`config.mk`:
```
export PLATFORM = sky130hd
export DESIGN_NAME = fifo_ring_chain
export DESIGN_NICKNAME = d
export VERILOG_FILES = /design/src/rtl/fifo_ring_pkg.sv /design/src/rtl/fifo_ring_slice.sv /design/src/rtl/fifo_ring_merge.sv /design/src/rtl/fifo_ring_chain.sv
export SDC_FILE = /design/constraint.sdc
export NUM_CORES = 1
export LEC_CHECK = 0
export BUFFER_PORTS_ARGS = -buffer_cell sky130_fd_sc_hd__buf_2
export CORE_MARGIN = 2
export CORE_UTILIZATION = 57
export CTS_BUF_LIST = sky130_fd_sc_hd__clkbuf_4 sky130_fd_sc_hd__clkbuf_8
export CTS_CLUSTER_DIAMETER = 120
export DETAILED_ROUTE_END_ITERATION = 10
export GPL_ROUTABILITY_DRIVEN = 0
export GPL_TIMING_DRIVEN = 1
export PLACE_DENSITY = 0.8
export SLEW_MARGIN = 20
export SYNTH_ARGS = -nofsm -noshare
export SYNTH_HDL_FRONTEND = slang
export SYNTH_HIERARCHICAL = 1
export SYNTH_SLANG_ARGS = --single-unit
```
`constraint.sdc`:
```
create_clock -name clk -period 2.3 [get_ports clk]
set_input_delay 0.46 -clock clk [delete_from_list [all_inputs] [get_ports clk]]
set_output_delay 0.46 -clock clk [all_outputs]
set_load 0.01 [all_outputs]
```
`src/rtl/fifo_ring_pkg.sv`:
```
package fifo_ring_pkg;
   function automatic int unsigned bits_for(input int unsigned n);
      int unsigned b;
      b = 1;
      while ((1 << b) < n) b++;
      return b;
   endfunction
endpackage

```
`src/rtl/fifo_ring_slice.sv`:
```
module fifo_ring_slice
   import fifo_ring_pkg::*;
#(
   parameter int unsigned WIDTH = 9,
   parameter int unsigned DEPTH = 4
) (
   input  logic             clk,
   input  logic             rst_n,
   input  logic             first_load_n,
   input  logic             wr_en,
   input  logic [WIDTH-1:0] wr_data,
   input  logic             rd_en,
   input  logic             tok_w_in,
   input  logic             tok_r_in,
   output logic             tok_w_out,
   output logic             tok_r_out,
   output logic             own_w,
   output logic             own_r,
   output logic             empty_n,
   output logic             full_n,
   output logic [WIDTH-1:0] dout,
   output logic             dvalid
);
   localparam int unsigned PTR_W = bits_for(DEPTH);
   localparam int unsigned CNT_W = bits_for(DEPTH + 1);
   localparam logic [PTR_W-1:0] LAST = PTR_W'(DEPTH - 1);

   if (DEPTH < 2) begin : g_bad_depth
      $error("fifo_ring_slice: DEPTH must be at least 2");
   end

   logic [WIDTH-1:0] mem [DEPTH];
   logic [PTR_W-1:0] wptr, rptr;
   logic [CNT_W-1:0] cnt;
   logic             wr_go, rd_go;

   assign empty_n   = (cnt != '0);
   assign full_n    = (cnt != CNT_W'(DEPTH));
   assign wr_go     = own_w & wr_en & full_n;
   assign rd_go     = own_r & rd_en & empty_n;
   assign tok_w_out = wr_go & (wptr == LAST);
   assign tok_r_out = rd_go & (rptr == LAST);

   always_ff @(posedge clk) begin
      if (wr_go) mem[wptr] <= wr_data;
   end

   always_ff @(posedge clk) begin
      if (!rst_n) begin
         wptr   <= '0;
         rptr   <= '0;
         cnt    <= '0;
         own_w  <= ~first_load_n;
         own_r  <= ~first_load_n;
         dout   <= '0;
         dvalid <= 1'b0;
      end else begin
         if (wr_go) wptr <= (wptr == LAST) ? '0 : wptr + 1'b1;
         if (rd_go) rptr <= (rptr == LAST) ? '0 : rptr + 1'b1;
         case ({wr_go, rd_go})
            2'b10:   cnt <= cnt + 1'b1;
            2'b01:   cnt <= cnt - 1'b1;
            default: cnt <= cnt;
         endcase
         if (tok_w_in)       own_w <= 1'b1;
         else if (tok_w_out) own_w <= 1'b0;
         if (tok_r_in)       own_r <= 1'b1;
         else if (tok_r_out) own_r <= 1'b0;
         dvalid <= rd_go;
         dout   <= rd_go ? mem[rptr] : '0;
      end
   end

   // occupancy of a slice never passes its depth
   p_slice_bound_r6: assert property (@(posedge clk) disable iff (!rst_n)
      cnt <= CNT_W'(DEPTH));
   // a full slice does not take a write
   p_slice_full_hold_r3: assert property (@(posedge clk) disable iff (!rst_n)
      (!full_n && !rd_go) |=> !full_n);
endmodule

```
`src/rtl/fifo_ring_merge.sv`:
```
module fifo_ring_merge #(
   parameter int unsigned WIDTH = 9,
   parameter int unsigned N     = 3
) (
   input  logic [N-1:0]           empty_n_v,
   input  logic [N-1:0]           full_n_v,
   input  logic [N-1:0]           valid_v,
   input  logic [N-1:0][WIDTH-1:0] data_v,
   output logic                   empty_n,
   output logic                   full_n,
   output logic                   valid,
   output logic [WIDTH-1:0]       data
);
   assign empty_n = |empty_n_v;
   assign full_n  = |full_n_v;
   assign valid   = |valid_v;

   always_comb begin
      data = '0;
      for (int i = 0; i < N; i++) data = data | data_v[i];
   end
endmodule

```
`src/rtl/fifo_ring_chain.sv`:
```
module fifo_ring_chain #(
   parameter int unsigned WIDTH       = 9,
   parameter int unsigned SLICE_DEPTH = 4,
   parameter int unsigned N_SLICES    = 3
) (
   input  logic             clk,
   input  logic             rst_n,
   input  logic             wr_en,
   input  logic [WIDTH-1:0] wr_data,
   input  logic             rd_en,
   output logic [WIDTH-1:0] rd_data,
   output logic             rd_valid,
   output logic             empty_n,
   output logic             full_n
);
   if (N_SLICES < 1) begin : g_bad_count
      $error("fifo_ring_chain: N_SLICES must be at least 1");
   end
   if (WIDTH < 1) begin : g_bad_width
      $error("fifo_ring_chain: WIDTH must be at least 1");
   end

   logic [N_SLICES-1:0]            tw_out, tr_out, tw_in, tr_in;
   logic [N_SLICES-1:0]            own_w, own_r, s_empty_n, s_full_n, s_valid;
   logic [N_SLICES-1:0][WIDTH-1:0] s_data;

   for (genvar i = 0; i < N_SLICES; i++) begin : g_slice
      localparam int unsigned PREV = (i + N_SLICES - 1) % N_SLICES;
      assign tw_in[i] = tw_out[PREV];
      assign tr_in[i] = tr_out[PREV];

      fifo_ring_slice #(.WIDTH(WIDTH), .DEPTH(SLICE_DEPTH)) u_slice (
         .clk          (clk),
         .rst_n        (rst_n),
         .first_load_n (i != 0),
         .wr_en        (wr_en),
         .wr_data      (wr_data),
         .rd_en        (rd_en),
         .tok_w_in     (tw_in[i]),
         .tok_r_in     (tr_in[i]),
         .tok_w_out    (tw_out[i]),
         .tok_r_out    (tr_out[i]),
         .own_w        (own_w[i]),
         .own_r        (own_r[i]),
         .empty_n      (s_empty_n[i]),
         .full_n       (s_full_n[i]),
         .dout         (s_data[i]),
         .dvalid       (s_valid[i])
      );
   end

   fifo_ring_merge #(.WIDTH(WIDTH), .N(N_SLICES)) u_merge (
      .empty_n_v (s_empty_n),
      .full_n_v  (s_full_n),
      .valid_v   (s_valid),
      .data_v    (s_data),
      .empty_n   (empty_n),
      .full_n    (full_n),
      .valid     (rd_valid),
      .data      (rd_data)
   );

   // one holder per token
   p_one_writer_r9: assert property (@(posedge clk) disable iff (!rst_n)
      $onehot(own_w));
   p_one_reader_r9: assert property (@(posedge clk) disable iff (!rst_n)
      $onehot(own_r));
   // at most one slice returns a word
   p_single_source_r5: assert property (@(posedge clk) disable iff (!rst_n)
      $onehot0(s_valid));
   // read on empty yields nothing
   p_empty_read_r4: assert property (@(posedge clk) disable iff (!rst_n)
      (!empty_n && rd_en) |=> !rd_valid);
   // a write into an empty FIFO clears the empty condition
   p_first_write_r7: assert property (@(posedge clk) disable iff (!rst_n)
      (!empty_n && wr_en) |=> empty_n);
   // write on full with no read leaves the FIFO full
   p_full_write_r3: assert property (@(posedge clk) disable iff (!rst_n)
      (!full_n && wr_en && !rd_en) |=> !full_n);
endmodule

```
---- After elaboration in Yosys (flattened, before gate mapping) ----
Memory sizes are Yosys's and may differ from the RTL's. A register that Yosys moved wholly into a read port is not among the register bits.
Index checks and enable logic that the tools add are counted.
storage, ports and cells
  input port bits ......................... 13
  flip-flop bits (word level) ............. 30
  output and inout bits ................... 12
  word-level logic and storage cells ...... 113
  memories ................................ 3
  bits in writable memories ............... 108
memory list
  memory                  words  bits a word  read ports  clocked after Yosys merged registers in  wr ports  RTL line               source
  g_slice[0].u_slice.mem  4      9            1           1                                        1         fifo_ring_slice.sv:32  logic [WIDTH-1:0] mem [DEPTH];
  g_slice[1].u_slice.mem  4      9            1           1                                        1         fifo_ring_slice.sv:32
  g_slice[2].u_slice.mem  4      9            1           1                                        1         fifo_ring_slice.sv:32
cells by class
  equal/unequal tests ..................... 15
  multiplexer cells ....................... 23
  bitwise operators ....................... 21
  reductions and logical operators ........ 21
  add/sub/neg operators ................... 12
operators with widths
  kind                                                  count
  AND 1 bit                                             18
  equality test 2 bit (second input constant)           9
  bitwise OR 9 bit                                      2
  case mux 3 bit (2 select lines)                       3
  two-way mux 1 bit                                     14
  nonzero test 2 bit                                    7
  adder 2 x 1 -> 2 bit (second input constant)          6
  two-way mux 2 bit                                     6
  adder 3 x 1 -> 3 bit (second input constant)          3
  != test 3 bit (second input constant)                 3
  nonzero test 3 bit                                    3
  OR reduction 3 bit                                    3
  subtractor 3 x 1 -> 3 bit (second input constant)     3
  equality test 2 x 1 -> 1 bit (second input constant)  3
  AND reduction 2 bit                                   3
  OR reduction 2 bit                                    2
  zero test 1 bit                                       3
  inverter 1 bit                                        1

---- Logic depth before layout (Yosys ltp) ----
  depth after elaboration ................. 5
  gate-level depth with buffers ........... 10

---- Cells and area by module ----
The synthesis kept the hierarchy.
modules (own cells, without submodules)
  module                                    area an instance (µm²)  cells each  times used  sequential area each (µm²)
  fifo_ring_slice (g_slice[0].u_slice ...)  2123.3                  131         2           1481.4
  fifo_ring_slice (g_slice[1].u_slice)      2127.0                  133         1           1481.4
  fifo_ring_merge                           75.1                    12          1           0.0
  fifo_ring_chain                           7.5                     2           1           0.0

---- Least setup slack after synthesis ----
Ideal clock, no wire load.
  path type ............................... reg2reg
  start point ............................. reg g_slice[0].u_slice.cnt[0]
  end point ............................... reg g_slice[0].u_slice.cnt[2]
  library setup time ...................... 0.070 ns
  setup slack ............................. 0.036 ns
  clock period less this slack ............ 2.264 ns
  cell stages (with the launch flop) ...... 11
  path buffers ............................ 1
  data arrival time ....................... 2.194 ns
  path through ............................ dfxtp_1 -> or3b_1 -> and3_1 -> buf_6 -> inv_1 -> ha_1 -> inv_1 -> fa_1 -> xor2_1 -> or3_1 -> a21oi_1
on the way
  cells in the longest elaborated chain, start to end .. 4
RTL lines
  what                                                                   RTL line               source
  start, declared                                                        fifo_ring_slice.sv:34  logic [CNT_W-1:0] cnt;
  start signal, assigned                                                 fifo_ring_slice.sv:61  2'b10: cnt <= cnt + 1'b1;
  start signal, assigned                                                 fifo_ring_slice.sv:62  2'b01: cnt <= cnt - 1'b1;
  start signal, assigned                                                 fifo_ring_slice.sv:63  default: cnt <= cnt;
  != test 3 bit *                                                        fifo_ring_slice.sv:38  assign full_n = (cnt != CNT_W'(DEPTH));
  named net s_full_n[0]                                                  fifo_ring_chain.sv:24  logic [N_SLICES-1:0] own_w, own_r, s_empty_n, s_full_n, s_valid;
  AND 1 bit *                                                            fifo_ring_slice.sv:39  assign wr_go = own_w & wr_en & full_n;
  equality test 2 x 1 -> 1 bit or equality test 2 bit (tied branches)    fifo_ring_slice.sv:60  case ({wr_go, rd_go})
  case mux 3 bit (2 select lines) or nonzero test 2 bit (tied branches)  n/a
Mark *: on every way through the listed nets, which the timed path passes. The rest lies on a longest branch.
A chain may end at the register's enable or synchronous reset.

---- Worst setup path in the final report ----
Same ends and word-level chain as after synthesis.

==> summary.txt <==
Slew headroom -> 0.634
Half-perimeter wire length after placement -> 7.50 mm
Synth async-reset ratio -> 0
Final WS setup -> 25.1 ps
Total gr overflow -> 0
Critical Path AT -> 2640 ps
LEAKAGE -> 2.74 nW
Worst-Margin Slew -> 549 ps
Largest family of logic cells by synthesized area -> multiplexers
Cell row count -> 38
Vias in the first global route -> 3483
DR WL met2 -> 6.12 mm
Final-report setup violation count -> 0
Maximum clock path buffer count -> 2
Min Hold Slack -> 360 ps
Initial Util -> 0.590
Top cells by count, synth -> edfxtp_1 (114), dfxtp_1 (51), and3_1 (30), inv_1 (27), mux4_2 (27)
PD cells -> 798 mW/mm²
DRT iter0 DRCs -> 267
Post-synthesis register bit count -> 165
Peak supply drop -> 0.000604 V
Status -> complete, no violations
Post-synthesis compound-gate area fraction -> 0.0217
Clock latency on the worst-skew pair -> 450 ps
Setup slack at placement -> -24.2 ps
P&R area growth vs syn -> 12.7%
Antenna cell count -> 0
Placed cell count -> 576
Seq/Total Area, Yosys -> 0.688
Routed wl met3 -> 457 µm
CTS Buf Count -> 17
Final non-filler cell total -> 611
Met1 Wirelength -> 4.95 mm
NumNets Final -> 492
Avg Cell Area, Syn -> 15.8 µm²
Total wire length -> 11.7 mm
Max Cap Viol -> 0
Dominant synthesized flop cell -> edfxtp_1
Synth warn -> 6
Worst Setup Path Type -> flip-flop to flip-flop
Multiplexer share of the synthesized area -> 0.107
Drt wl/cell -> 19.2 µm
Post-synthesis xor/xnor area fraction -> 0.00814
Post-Synth Simple-Gate Area -> 0.101
Post-Syn Area -> 0.00646 mm²
Largest area contributor in the netlist -> edfxtp_1
Root Driver -> clkbuf_8
Post-synth EDFFs -> 114
Worst reg2reg setup slack -> 30 ps
Critical Path Sink Type -> flip-flop
DRT antenna net count -> 0
Clk sink count -> 165
Share of cells above drive strength 1 -> 0.299
Startpoint types -> flip-flop
Residual DRC -> 0
Initial antenna violation count -> 0
Yosys top cell area share -> 0.530
Largest net degree at the start of global routing -> 33
Crit share post-route -> 0.989
Placed Area -> 0.00680 mm²
PortBufs -> 24
Global-route wire length before repair -> 18.4 mm
DIE AREA -> 0.0122 mm²
DR top layer -> met4
Vias per std cell -> 5.59
Clock transition at path regs -> 100 ps
Fmax achieved -> 0.440 GHz
Syn Inst Count -> 409
Die Y-Extent -> 110 µm
CORE AREA -> 0.0109 mm²
Total GRT Usage -> 0.198
Yosys cell types -> 27
Hold_buf cts -> 0
WP data required -> 2670 ps
H-tree Lvls -> 4
TritonCTS clock tree -> built
IO Count -> 25
Vias -> 3414
Ranking of synthesized cells by area -> edfxtp_1 (53%), dfxtp_1 (16%), mux4_2 (9.4%), ha_1 (3.5%), and3_1 (2.9%)
Critical Path Fanout Max -> 2
Worst hold path class -> primary input to flip-flop
Final Hold Vio Count -> 0
RSZ-0062 raised after global routing -> yes
Worst Skew -> 17.6 ps
Die Wd -> 110 µm
Slew Limit Fails -> 0
Min Tclk post-route -> 2270 ps
Post-Synth Adder-Cell Area -> 0.0442
Top-count cell post-synth -> edfxtp_1
Design area -> 0.00727 mm²
Total iterations of the first detailed-routing run -> 4
[cell families after synthesis]
kind of cell | count (synthesis)
flip-flops | 165
AND/OR/NAND/NOR | 115
buffers and inverters | 43
multiplexers | 35
AO/OA/AOI/OAI | 22
adder cells (fa/ha/maj) | 21
XOR/XNOR | 6
other | 2
[per-layer routing]
metal | vias up | track usage
met4 | 0 | 0.0633
li1 | 1596 | -
met5 | - | 0
met1 | 1709 | 0.252
met3 | 21 | 0.0417
met2 | 88 | 0.344
[power breakdown]
part           internal [mW]  switching, mW
Clock                  0.900           1.10
Sequential              3.26         0.0365
Combinational          0.237          0.272
Total                   4.40           1.41
[state kept, by name (all words and copies together) (netlist names)]
register / cells
g_slice.u_slice/cnt: 9
g_slice.u_slice/dout: 27
g_slice.u_slice/dvalid: 3
g_slice.u_slice/mem: 108
g_slice.u_slice/own_r: 3
g_slice.u_slice/own_w: 3
g_slice.u_slice/rptr: 6
g_slice.u_slice/wptr: 6
[final cells by class]
cell class	count	area, µm²
Clock buffer	18	241
Timing Repair Buffer	45	282
Clock inverter	14	140
Multi-Input combinational cell	202	1880
Tap cell	140	175
Inverter	27	101
Fill cell	727	3660
Sequential cell	165	4450
[worst max-delay path, cell delays in order, from the launching register on]
cell,delay (ps)
dfxtp_2,330
or3b_4,410
and3_4,190
inv_1,50
ha_2,180
inv_1,60
fa_2,330
xor2_1,160
or3_1,390
a21oi_2,120
[through the flow]
step | setup TNS [ps] | power, mW | util
floorplan | 0 | 3.67 | -
CTS | 0 | 5.81 | 0.660
detailed placement | -24.2 | 3.84 | 0.622
global placement | 0 | 3.81 | 0.622
finish | 0 | 5.80 | 0.665
global route | -56.0 | 6.00 | 0.665
[repair_timing]
item,4_1_cts,5_1_grt
endpoints found under the setup margin,4,3
pin swaps,2,5
hold endpoints to repair,0,0
resized for setup,11,13
buffers inserted,0,3
[cell usage in the layout (no fill, tap or decap), drive strengths merged, types with 9 or more instances in the layout]
| cell | Yosys | final |
|---|---|---|
| edfxtp | 114 | 114 |
| dfxtp | 51 | 51 |
| buf | 6 | 45 |
| inv | 27 | 35 |
| and3 | 30 | 30 |
| mux4 | 27 | 27 |
| or3 | 21 | 21 |
| nor2 | 20 | 20 |
| clkbuf | 10 | 18 |
| ha | 18 | 18 |
| nand2 | 16 | 16 |
| and2 | 15 | 15 |
| a21oi | 9 | 9 |
[path summary, 6_finish.rpt]
check	from	endpoint	cells past startpoint
worst max-delay path	g_slice[0].u_slice/cnt[0]	g_slice[0].u_slice/cnt[2]	9
worst min-delay path	wr_data[5]	g_slice[2].u_slice/mem[1][5]	1
worst max register to register	g_slice[0].u_slice/cnt[0]	g_slice[0].u_slice/cnt[2]	9
worst min register to register	g_slice[0].u_slice/wptr[1]	g_slice[0].u_slice/wptr[1]	2
Power figures use the tool's default switching activity.
